File: src/rtl/boot_strap_pkg.sv
package boot_strap_pkg;

    localparam int unsigned DEFAULT_STARTUP_CYCLES = 512;
    localparam int unsigned DEFAULT_SYNC_STAGES    = 2;

    typedef enum logic {
        PH_HOLD = 1'b0,
        PH_RUN  = 1'b1
    } phase_e;

    typedef enum logic {
        BOOT_NORMAL = 1'b0,
        BOOT_SERIAL = 1'b1
    } boot_sel_e;

    typedef struct packed {
        logic pin;
        logic aon_por;
        logic other;
    } rst_cause_t;

    function automatic logic cause_any(rst_cause_t c);
        return c.pin | c.aon_por | c.other;
    endfunction

    function automatic logic cause_honours_strap(rst_cause_t c);
        return c.pin | c.aon_por;
    endfunction

    function automatic boot_sel_e pick_boot(logic honour, logic strap_level);
        return (honour && !strap_level) ? BOOT_SERIAL : BOOT_NORMAL;
    endfunction

endpackage

File: src/rtl/strap_sync.sv
module strap_sync #(
    parameter int unsigned STAGES = 2
) (
    input  logic clk,
    input  logic rst,
    input  logic d,
    output logic q
);
    logic [STAGES-1:0] chain;

    generate
        if (STAGES == 1) begin : g_single
            always_ff @(posedge clk) begin
                if (rst) chain <= 1'b1;
                else     chain <= d;
            end
        end else begin : g_multi
            always_ff @(posedge clk) begin
                if (rst) chain <= '1;
                else     chain <= {chain[STAGES-2:0], d};
            end
        end
    endgenerate

    assign q = chain[STAGES-1];
endmodule

File: src/rtl/reset_cause_tracker.sv
module reset_cause_tracker
    import boot_strap_pkg::*;
(
    input  logic       clk,
    input  rst_cause_t cause,
    output logic       in_rst,
    output logic       honour
);
    logic in_rst_q;
    logic honour_q;

    assign in_rst = cause_any(cause);

    always_ff @(posedge clk) begin
        in_rst_q <= in_rst;
        if (in_rst) begin
            // first cycle of an episode forgets the previous episode
            honour_q <= (in_rst_q & honour_q) | cause_honours_strap(cause);
        end
    end

    assign honour = honour_q;
endmodule

File: src/rtl/startup_timer.sv
module startup_timer
    import boot_strap_pkg::*;
#(
    parameter int unsigned CYCLES = DEFAULT_STARTUP_CYCLES
) (
    input  logic clk,
    input  logic rst,
    output logic expire,
    output logic running
);
    localparam int unsigned CW   = $clog2(CYCLES + 1);
    localparam logic [CW-1:0] LAST = CW'(CYCLES - 1);

    logic [CW-1:0] cnt;
    phase_e        ph;

    always_ff @(posedge clk) begin
        if (rst) begin
            cnt <= '0;
            ph  <= PH_HOLD;
        end else if (ph == PH_HOLD) begin
            cnt <= cnt + 1'b1;
            if (cnt == LAST) ph <= PH_RUN;
        end
    end

    assign running = (ph == PH_HOLD) && !rst;
    assign expire  = running && (cnt == LAST);
endmodule

File: src/rtl/boot_strap_sampler.sv
module boot_strap_sampler
    import boot_strap_pkg::*;
#(
    parameter int unsigned STARTUP_CYCLES = DEFAULT_STARTUP_CYCLES,
    parameter int unsigned SYNC_STAGES    = DEFAULT_SYNC_STAGES
) (
    input  logic clk,
    input  logic pin_rst,
    input  logic aon_por,
    input  logic other_rst,
    input  logic strap_pad_in,
    output logic strap_pullup_en,
    output logic strap_force_input,
    output logic core_rst_hold,
    output logic boot_serial,
    output logic boot_done
);
    rst_cause_t cause;
    logic       in_rst;
    logic       honour;
    logic       strap_s;
    logic       expire;
    logic       running;
    boot_sel_e  boot_q;
    logic       done_q;

    assign cause = '{pin: pin_rst, aon_por: aon_por, other: other_rst};

    reset_cause_tracker u_cause (
        .clk    (clk),
        .cause  (cause),
        .in_rst (in_rst),
        .honour (honour)
    );

    strap_sync #(.STAGES(SYNC_STAGES)) u_sync (
        .clk (clk),
        .rst (in_rst),
        .d   (strap_pad_in),
        .q   (strap_s)
    );

    startup_timer #(.CYCLES(STARTUP_CYCLES)) u_timer (
        .clk     (clk),
        .rst     (in_rst),
        .expire  (expire),
        .running (running)
    );

    always_ff @(posedge clk) begin
        if (in_rst) begin
            boot_q <= BOOT_NORMAL;
            done_q <= 1'b0;
        end else if (expire) begin
            boot_q <= pick_boot(honour, strap_s);
            done_q <= 1'b1;
        end
    end

    assign strap_pullup_en   = in_rst | ~done_q;
    assign strap_force_input = in_rst | ~done_q;
    assign core_rst_hold     = in_rst | ~done_q;
    assign boot_serial       = (boot_q == BOOT_SERIAL);
    assign boot_done         = done_q & ~in_rst;
endmodule

File: config.mk
export PLATFORM = sky130hd
export DESIGN_NAME = boot_strap_sampler
export DESIGN_NICKNAME = d
export VERILOG_FILES = /design/src/rtl/boot_strap_pkg.sv /design/src/rtl/strap_sync.sv /design/src/rtl/reset_cause_tracker.sv /design/src/rtl/startup_timer.sv /design/src/rtl/boot_strap_sampler.sv
export SDC_FILE = /design/constraint.sdc
export NUM_CORES = 1
export LEC_CHECK = 0
export ABC_AREA = 1
export CAP_MARGIN = 20
export CORE_UTILIZATION = 30
export CTS_CLUSTER_DIAMETER = 200
export DETAILED_ROUTE_END_ITERATION = 10
export PLACE_DENSITY = 0.46
export SKIP_LAST_GASP = 1
export SLEW_MARGIN = 0
export SYNTH_ARGS = -nofsm -noshare
export SYNTH_HDL_FRONTEND = slang
export SYNTH_SLANG_ARGS = --single-unit
File: constraint.sdc
create_clock -name clk -period 4.22 [get_ports clk]
set_clock_uncertainty 0.2 [all_clocks]
set_input_delay 0.844 -clock clk [delete_from_list [all_inputs] [get_ports clk]]
set_output_delay 0.844 -clock clk [all_outputs]
set_load 0.01 [all_outputs]
# --- Word-level counts from Yosys, hierarchy flattened ---
# Cells that the tools add are included.
totals:
  register_bits: 17
  in_bits: 5
  output_inout_bits: 5
  elab_cells: 26
classes:
  n_addsub: 1
  n_eq_ne: 1
  n_mux: 3
  n_bitwise: 9
  reduce_logical: 5
ops:
  columns: ["cell", "n"]
  rows:
  - ["adder 10 x 1 -> 10 bit, second input constant", 1]
  - ["== test 10 x 9 -> 1 bit, second input constant", 1]
  - ["OR 1 bit", 4]
  - ["logical AND 1 bit", 3]
  - ["two-way mux 1 bit", 3]
  - ["NOT 1 bit", 3]
  - ["bitwise AND 1 bit", 2]
  - ["zero test 1 bit", 2]

# --- Depth between registers and ports, before layout ---
# Gate-level depths: netlist of the first run.
logic_depth:
  word_depth: 5
  ltp_mapped: 8
  mapped_depth_nobuf: 8

# --- Modules after synthesis ---
# A second synthesis of the first run with hierarchy kept.
hier_totals:
  hier_cells: 107
  area_unflattened_um2: 774.5
by_module_without_submodules:
  columns: ["module", "instances", "cells_each", "area_per_inst_um2", "seq_area_each_um2"]
  rows:
  - ["startup_timer", 1, 80, 549.3, 220.2]
  - ["boot_strap_sampler", 1, 13, 95.1, 40.0]
  - ["reset_cause_tracker", 1, 7, 71.3, 50.0]
  - ["strap_sync", 1, 7, 58.8, 40.0]

# --- Worst setup path before layout of the first run ---
# OpenSTA, ideal clock, no wires.
synth_timing:
  kind: "in2out"
  start: "input aon_por"
  end: "output strap_force_input"
  t_arrival_ns: 1.615
  required_ns: 3.176
  slack_ns: 1.561
  cell_stages: 6
  n_path_buf: 2
  cell_sequence: "nor2_1 -> nand2_1 -> buf_6 -> nor2_2 -> inv_1 -> buf_4"
synth_between:
  elab_chain_len: 3
synth_rtl:
  columns: ["item", "line", "rtl"]
  rows:
  - ["start, declared", "boot_strap_sampler.sv:9", "input logic aon_por,"]
  - ["OR 1 bit (2 in a row)", "boot_strap_pkg.sv:23", "return c.pin | c.aon_por | c.other;"]
  - ["named net in_rst", "boot_strap_sampler.sv:19", "logic in_rst;"]
  - ["OR 1 bit", null, null]
  - ["end, declared", "boot_strap_sampler.sv:13", "output logic strap_force_input,"]
# The timed path passes the listed nets, and every way through them passes these cells.

# --- Worst setup path after layout of the first run ---
layout_timing:
  start: "input aon_por"
  end: "output strap_pullup_en"
layout_between:
  elab_chain_len: 3
layout_rtl:
  columns: ["item", "line", "rtl"]
  rows:
  - ["OR 1 bit (2 in a row)", "boot_strap_pkg.sv:23", null]
  - ["OR 1 bit", "boot_strap_sampler.sv:60", "assign strap_pullup_en = in_rst | ~done_q;"]
  - ["end, declared", "boot_strap_sampler.sv:12", "output logic strap_pullup_en,"]
# Every way passes these cells.

==> impl_metrics.ini, run 1 <==
[power]
switching_share_pct = 22.0
post-layout-total-power_w = 0.000261
power.share.clock_pct = 33.4
power.net_switching_w = 0.0000576
cellInternalPower_w = 0.000204
powerDensity_nw_per_um2 = 297
cellLeakagePower_nw = 0.331
power_frac_seq_pct = 62.7
comb_power_share_pct = 3.9
ir_worst_vdd_uv = 162

[grt]
grt_max_degree = 12
grt_remaining_overflow = 0
grt.met1_usage_pct = 16.0
grt_busiest_layer = met2
met3_grt_util_pct = 3.51
grt.met2_usage_pct = 17.9
vias_in_the_first_global_route = 536
wire_length_of_the_first_global_routing_pass_mm = 2.35
gr-usage-all-layers_pct = 12.4
grt_antenna_before_repair = 0

[clock_tree]
cts-buffers-inserted = 3
worst_skew_pair.late_latency_ns = 0.29
post_cts_hold_buffer_count = 0
ctsRootBufferMaster = clkbuf_4
htree_levels = 1
tritoncts_clock_tree = yes
cts.reportedPaths.clkPinSlew_ns = 0.10
clock_sink_count = 17
post_cts_resize_count = 0
clock_tree.buffer_depth = 2
post_cts.repair.setup_buffers = 0

[synthesis]
synth_enable_flop_cells = 1
postSynth.topFlopCell = dfxtp_1
number_of_nets_in_the_synthesized_netlist = 102
cell_count_after_synthesis = 96
syn_area_um2 = 747
synth_area_leaders = dfxtp_1, nand2_1, inv_1
async_set_or_reset_flop_fraction_in_the_synthesized_netlist_pct = 0
synthesis.area_per_instance_um2 = 7.78
yosysWarnings = 0
synth_top_area_cell = dfxtp_1
synth_cell_types = 26
synth-seq-area-share_pct = 46.9
synth_top_area_share_pct = 42.9
postSynthRegisterBits = 17

[worst_setup_path]
arrival_ns = 2.12
timing.reg2reg.setup_slack_ns = 2.76
worst-r2r-cell-count = 8
kind_of_start_point_of_the_critical_path = input port
worstSetupEndpointType = primary output
worst-endpoint-required_ns = 3.18
critPathMaxFanout = 4
worst-setup-path-type = input port to primary output

[cells_and_area]
nFillCells = 223
antennaDiodeCount = 0
ff_latch_area_um2 = 350
multiInputGateArea_um2 = 308
share_of_post_route_cells_with_drive_strength_above_1_pct = 14.0
final_net_count = 114
area_growth_syn_to_layout_pct = 17.9

[place]
place_hpwl_um = 969
place.port_buffers = 9
gp_congestion = 0.706

[sta]
finalSetupViolations = 0
fin_crit_sh_pct = 75.0
worstMarginPinSlew_ns = 0.269
max-slew-margin-rel_pct = 81.9
report.final.hold_viol_count = 0
fin_crit_ns = 3.17
final.setup.tns_ns = 0
unrepaired_setup_endpoints_after_global_routing = no
maxClockFrequency_mhz = 316
slew_viol_final = 0

[detailed_routing]
drt-initial-drc-count = 5
routed_wire_per_std_cell_um = 9.33
post-route-drc-count = 0
drt-total-wl_mm = 1.26
drt.antenna.violating_nets = 0
vias_per_cell = 4.22
dr.pass1.iters = 4
via_count = 570

[run_status]
status = finished clean

[die]
die_width_um = 51.9
initial_utilization_pct = 32.8
chipHeight_um = 51.9
row_count = 17
floorplan.io_pins = 10
die-area_um2 = 2690
core_area_um2 = 2280

[hold_path]
hold_path_class = flip-flop to flip-flop
min_delay_path_depth = 1

[run]
number_of_violations_of_the_max_capacitance_limit = 0
==> flip-flops by register name, indices dropped and copies added (netlist names) <==
register	count
u_timer.cnt	10
u_sync.chain	2
boot_serial	1
done_q	1
u_cause.honour	1
u_cause.in_rst_q	1
u_timer.ph	1
==> power groups by stage <==
stage / sequential (W) / clock, W / combinational (W)
3_3_place_gp: 0.000168 / 0 / 0.0000104
5_1_grt: 0.000164 / 0.0000999 / 0.0000117
6_report: 0.000164 / 0.0000873 / 0.0000102
4_1_cts: 0.000164 / 0.0000942 / 0.0000105
2_1_floorplan: 0.000167 / 0 / 0.00000579
3_5_place_dp: 0.000168 / 0 / 0.0000105
==> cell families after synthesis <==
logic type	Yosys count	synth area share (%)
xor gates and xnor gates	1	1.17
AOI/OAI and AO/OA	13	9.55
and+or+nand+nor	45	28.8
adders and majority gates	1	1.67
buffers and inverters	19	11.9
DFF	17	46.9
==> synthesized netlist by cell type (2+ instances only) <==
library cell	n
dfxtp_1	16
nand3_1	3
o21ai_0	4
inv_1	13
buf_4	2
a21oi_1	6
or2_1	2
nor2_1	9
nand4_1	2
nor2_2	4
nand2_1	20
==> critical path, stage by stage <==
cell and delay (ns):
clkdlybuf4s50_1 0.39, nor2_1 0.13, nand2_1 0.10, nor2_2 0.10
inv_1 0.08, clkdlybuf4s50_1 0.47
==> area by class of cell <==
| cell class | instances | area share [%] |
|---|---|---|
| clock buffer | 3 | 2.56 |
| clock inverter | 1 | 0.568 |
| inverter | 16 | 7.10 |
| multi-input combinational | 60 | 34.9 |
| sequential | 17 | 39.8 |
| tap | 28 | 3.98 |
| timing repair buffer | 10 | 11.1 |
==> path summary, 6_finish.rpt <==
path / startpoint / endpoint
max reg2reg: u_timer.cnt[1] / boot_serial
min reg2reg: u_sync.chain[0] / u_sync.chain[1]
max: aon_por / strap_pullup_en
min: u_sync.chain[0] / u_sync.chain[1]
==> cell usage in the layout (no fill, tap or decap) <==
cell | netlist | routed
nor3_1 | 1 | 1
buf_4 | 2 | 1
nand4_1 | 2 | 2
nand2_1 | 20 | 20
nor2_1 | 9 | 9
nand3_1 | 3 | 3
edfxtp_1 | 1 | 1
clkdlybuf4s50_1 | 0 | 9
nand3b_1 | 1 | 1
xor2_1 | 1 | 1
clkinv_2 | 0 | 1
a21oi_1 | 6 | 6
a21oi_2 | 1 | 1
inv_1 | 13 | 13
o21ai_0 | 4 | 4
clkbuf_4 | 0 | 3
clkinv_1 | 1 | 1
dfxtp_1 | 16 | 16
nand2_2 | 1 | 1
inv_2 | 1 | 1
o21bai_1 | 1 | 1
nand4_2 | 1 | 1
inv_4 | 1 | 1
nor3_2 | 1 | 1
o21ai_1 | 1 | 1
ha_1 | 1 | 1
nor2_2 | 4 | 4
or2_1 | 2 | 2
==> metrics by stage <==
| step | cell area, um^2 | utilization (%) | instances | worst slack [ns] | hold slack [ns] |
|---|---|---|---|---|---|
| 3_3_place_gp | 853 | 37.5 | 131 | 1.04 | 0.190 |
| 3_5_place_dp | 853 | 37.5 | 131 | 1.04 | 0.191 |
| 5_1_grt | 881 | 38.7 | 135 | 0.905 | 0.230 |
| 4_1_cts | 881 | 38.7 | 135 | 1.04 | 0.217 |
| 2_1_floorplan | 747 | - | 96 | 1.56 | 0.186 |
| 6_report | 881 | 38.7 | 135 | 1.05 | 0.215 |
==> metal layers <==
| layer | part of all wire (%) | vias to the layer above | routed length [um] |
|---|---|---|---|
| met5 | 0 | - | 0 |
| met2 | 43 | 10 | 536 |
| met4 | 1.4 | 0 | 17 |
| li1 | - | 319 | - |
| met1 | 52 | 239 | 660 |
| met3 | 3.5 | 2 | 44 |
Note: power is estimated with default switching activity, not from simulation.
==> inputs of run 2 (changes only) <==
Settings changed: PLACE_DENSITY 0.46 to 0.47.
Clock period 4.22 ns to 2.6 ns, I/O delays scaled along.
==> run 2 against run 1 <==
Net effect: cell area rose by 1.4%; die area did not move; highest routed layer unchanged; clock-buffer cell count did not move; critical endpoint is now strap_force_input; flip-flop and latch count did not move; power rose by 64%.
==> impl_metrics.ini, run 2 (synthesis results as in run 1) <==
[worst_setup_path]
cp_slowest_cell = clkdlybuf4s50_1
worst-setup-path-type = input port to primary output
arrival_ns = 1.47
critPathMaxFanout = 4
worst-r2r-cell-count = 8
critical_path.cell_chain = clkdlybuf4s50_1 -> nor2_2 -> nand2_1 -> nor2_2 -> inv_1 -> dlymetal6s2s_1
critical_path.reg2reg.endpoint = boot_serial
worstSetupEndpointType = primary output
timing.rr.start = u_timer.cnt[0]
crit_path_max_incr_delay_ns = 0.41
timing.reg2reg.setup_slack_ns = 1.13
critPathMostFrequentCell = nor2_2
kind_of_start_point_of_the_critical_path = input port
worst-endpoint-required_ns = 1.88

[die]
core_area_um2 = 2280
row_count = 17
initial_utilization_pct = 32.8
die_width_um = 51.9
chipHeight_um = 51.9
die-area_um2 = 2690
floorplan.io_pins = 10

[clock_tree]
post_cts_hold_buffer_count = 0
ctsRootBufferMaster = clkbuf_4
clock_sink_count = 17
cts.reportedPaths.clkPinSlew_ns = 0.10
cts-buffers-inserted = 3
tritoncts_clock_tree = yes
clock_tree.buffer_depth = 2
worst_skew_pair.late_latency_ns = 0.29
htree_levels = 1

[grt]
grt_remaining_overflow = 0
grt_antenna_before_repair = 0
vias_in_the_first_global_route = 540
wire_length_of_the_first_global_routing_pass_mm = 2.30
grt_max_degree = 12
gr-usage-all-layers_pct = 11.9

[detailed_routing]
drt-total-wl_mm = 1.29
drt-initial-drc-count = 4
drt.antenna.violating_nets = 0
via_count = 580
post-route-drc-count = 0
routed_wire_per_std_cell_um = 9.55
dr.pass1.iters = 4
vias_per_cell = 4.30

[sta]
max-slew-margin-rel_pct = 81.8
worstMarginPinSlew_ns = 0.271
report.final.hold_viol_count = 0
finalSetupViolations = 0
timing.final.ws_setup_ns = 0.414
maxClockFrequency_mhz = 457
final.setup.tns_ns = 0
unrepaired_setup_endpoints_after_global_routing = no
slew_viol_final = 0
fin_crit_sh_pct = 84.1
fin_crit_ns = 2.19

[power]
power.share.clock_pct = 33.8
ir_worst_vdd_uv = 210
cellLeakagePower_nw = 0.348
powerDensity_nw_per_um2 = 478
comb_power_share_pct = 4.0
power_frac_seq_pct = 62.2
cellInternalPower_w = 0.000331
power.net_switching_w = 0.0000964
switching_share_pct = 22.6
post-layout-total-power_w = 0.000427

[place]
place_hpwl_um = 978
gp_congestion = 0.683
detailedPlace.worstSlack_ns = 0.0661
place.port_buffers = 9

[cells_and_area]
share_of_post_route_cells_with_drive_strength_above_1_pct = 15.0
area_growth_syn_to_layout_pct = 19.6
most-common-layout-cells = nand2_1, dfxtp_1, inv_1, nor2_1, a21oi_1
most_common_cell_after_layout_fill_and_taps_aside = nand2_1
reg.largest.list = u_timer.cnt: 10 flops, u_sync.chain: 2 flops
largest-register = u_timer.cnt
antennaDiodeCount = 0
final_net_count = 114
max_reg_flops = 10

[run]
number_of_violations_of_the_max_capacitance_limit = 0

[hold_path]
hold_wc_startpoint = u_sync.chain[0]
hold_path_class = flip-flop to flip-flop
hold-path-endpoint = u_sync.chain[1]
min_delay_path_depth = 1

[run_status]
status = finished clean
run 2: changes by cell type in the layout (fill, tap and decap cells not counted):
cell | before | now
clkdlybuf4s50_1 | 9 | 5
dlymetal6s2s_1 | 0 | 4
nor2_1 | 9 | 8
nor2_2 | 4 | 5
run 2: power groups by stage:
| stage | Sequential [W] | Combinational [W] | Clock (W) |
|---|---|---|---|
| after floorplan | 0.000272 | 0.00000939 | 0 |
| after detailed placement | 0.000272 | 0.0000169 | 0 |
| after CTS | 0.000266 | 0.0000169 | 0.000152 |
| after global routing | 0.000266 | 0.0000197 | 0.000160 |
| final | 0.000266 | 0.0000171 | 0.000144 |
| after global placement | 0.000272 | 0.0000169 | 0 |
run 2: worst max-delay path by stage:
stage	endpoint	slack (ns)	startpoint
floorplan	strap_force_input	0.59	aon_por
global placement	core_rst_hold	0.07	aon_por
detailed placement	strap_force_input	0.07	aon_por
CTS	strap_force_input	0.06	aon_por
global route	strap_force_input	0.29	aon_por
finish	strap_force_input	0.41	aon_por
run 2: layer usage:
layer	track usage [%]	routed length, um
met5	0	0
met4	2.70	12
met3	5.26	46
met2	17.7	551
met1	15.5	678
run 2: cell type report:
| cell class | count | area, um^2 |
|---|---|---|
| Clock buffer | 3 | 22.5 |
| Clock inverter | 1 | 5.00 |
| Fill cell | 250 | 1380 |
| Inverter | 16 | 62.6 |
| Multi-Input combinational cell | 60 | 310 |
| Sequential cell | 17 | 350 |
| Tap cell | 28 | 35.0 |
| Timing Repair Buffer | 10 | 108 |
run 2: through the flow:
step	hold slack, ns	instance area [um^2]	cells	util [%]
after global routing	0.238	893	135	39.3
final	0.213	893	135	39.3
after global placement	0.191	853	131	37.5
after detailed placement	0.192	853	131	37.5
after floorplan	0.186	747	96	-
after CTS	0.216	881	135	38.7
run 2: what timing repair did:
| item | 4_1_cts | 5_1_grt |
|---|---|---|
| setup buffers | 0 | 0 |
| endpoints found under the hold margin | 0 | 0 |
| resized for setup | 0 | 5 |
| setup endpoints to repair | 0 | 4 |
run 2: worst max-delay path: cells and delay by family:
family / cells / cell delay [ns]
buffers and inverters: 3 / 0.65
and+or+nand+nor: 3 / 0.31
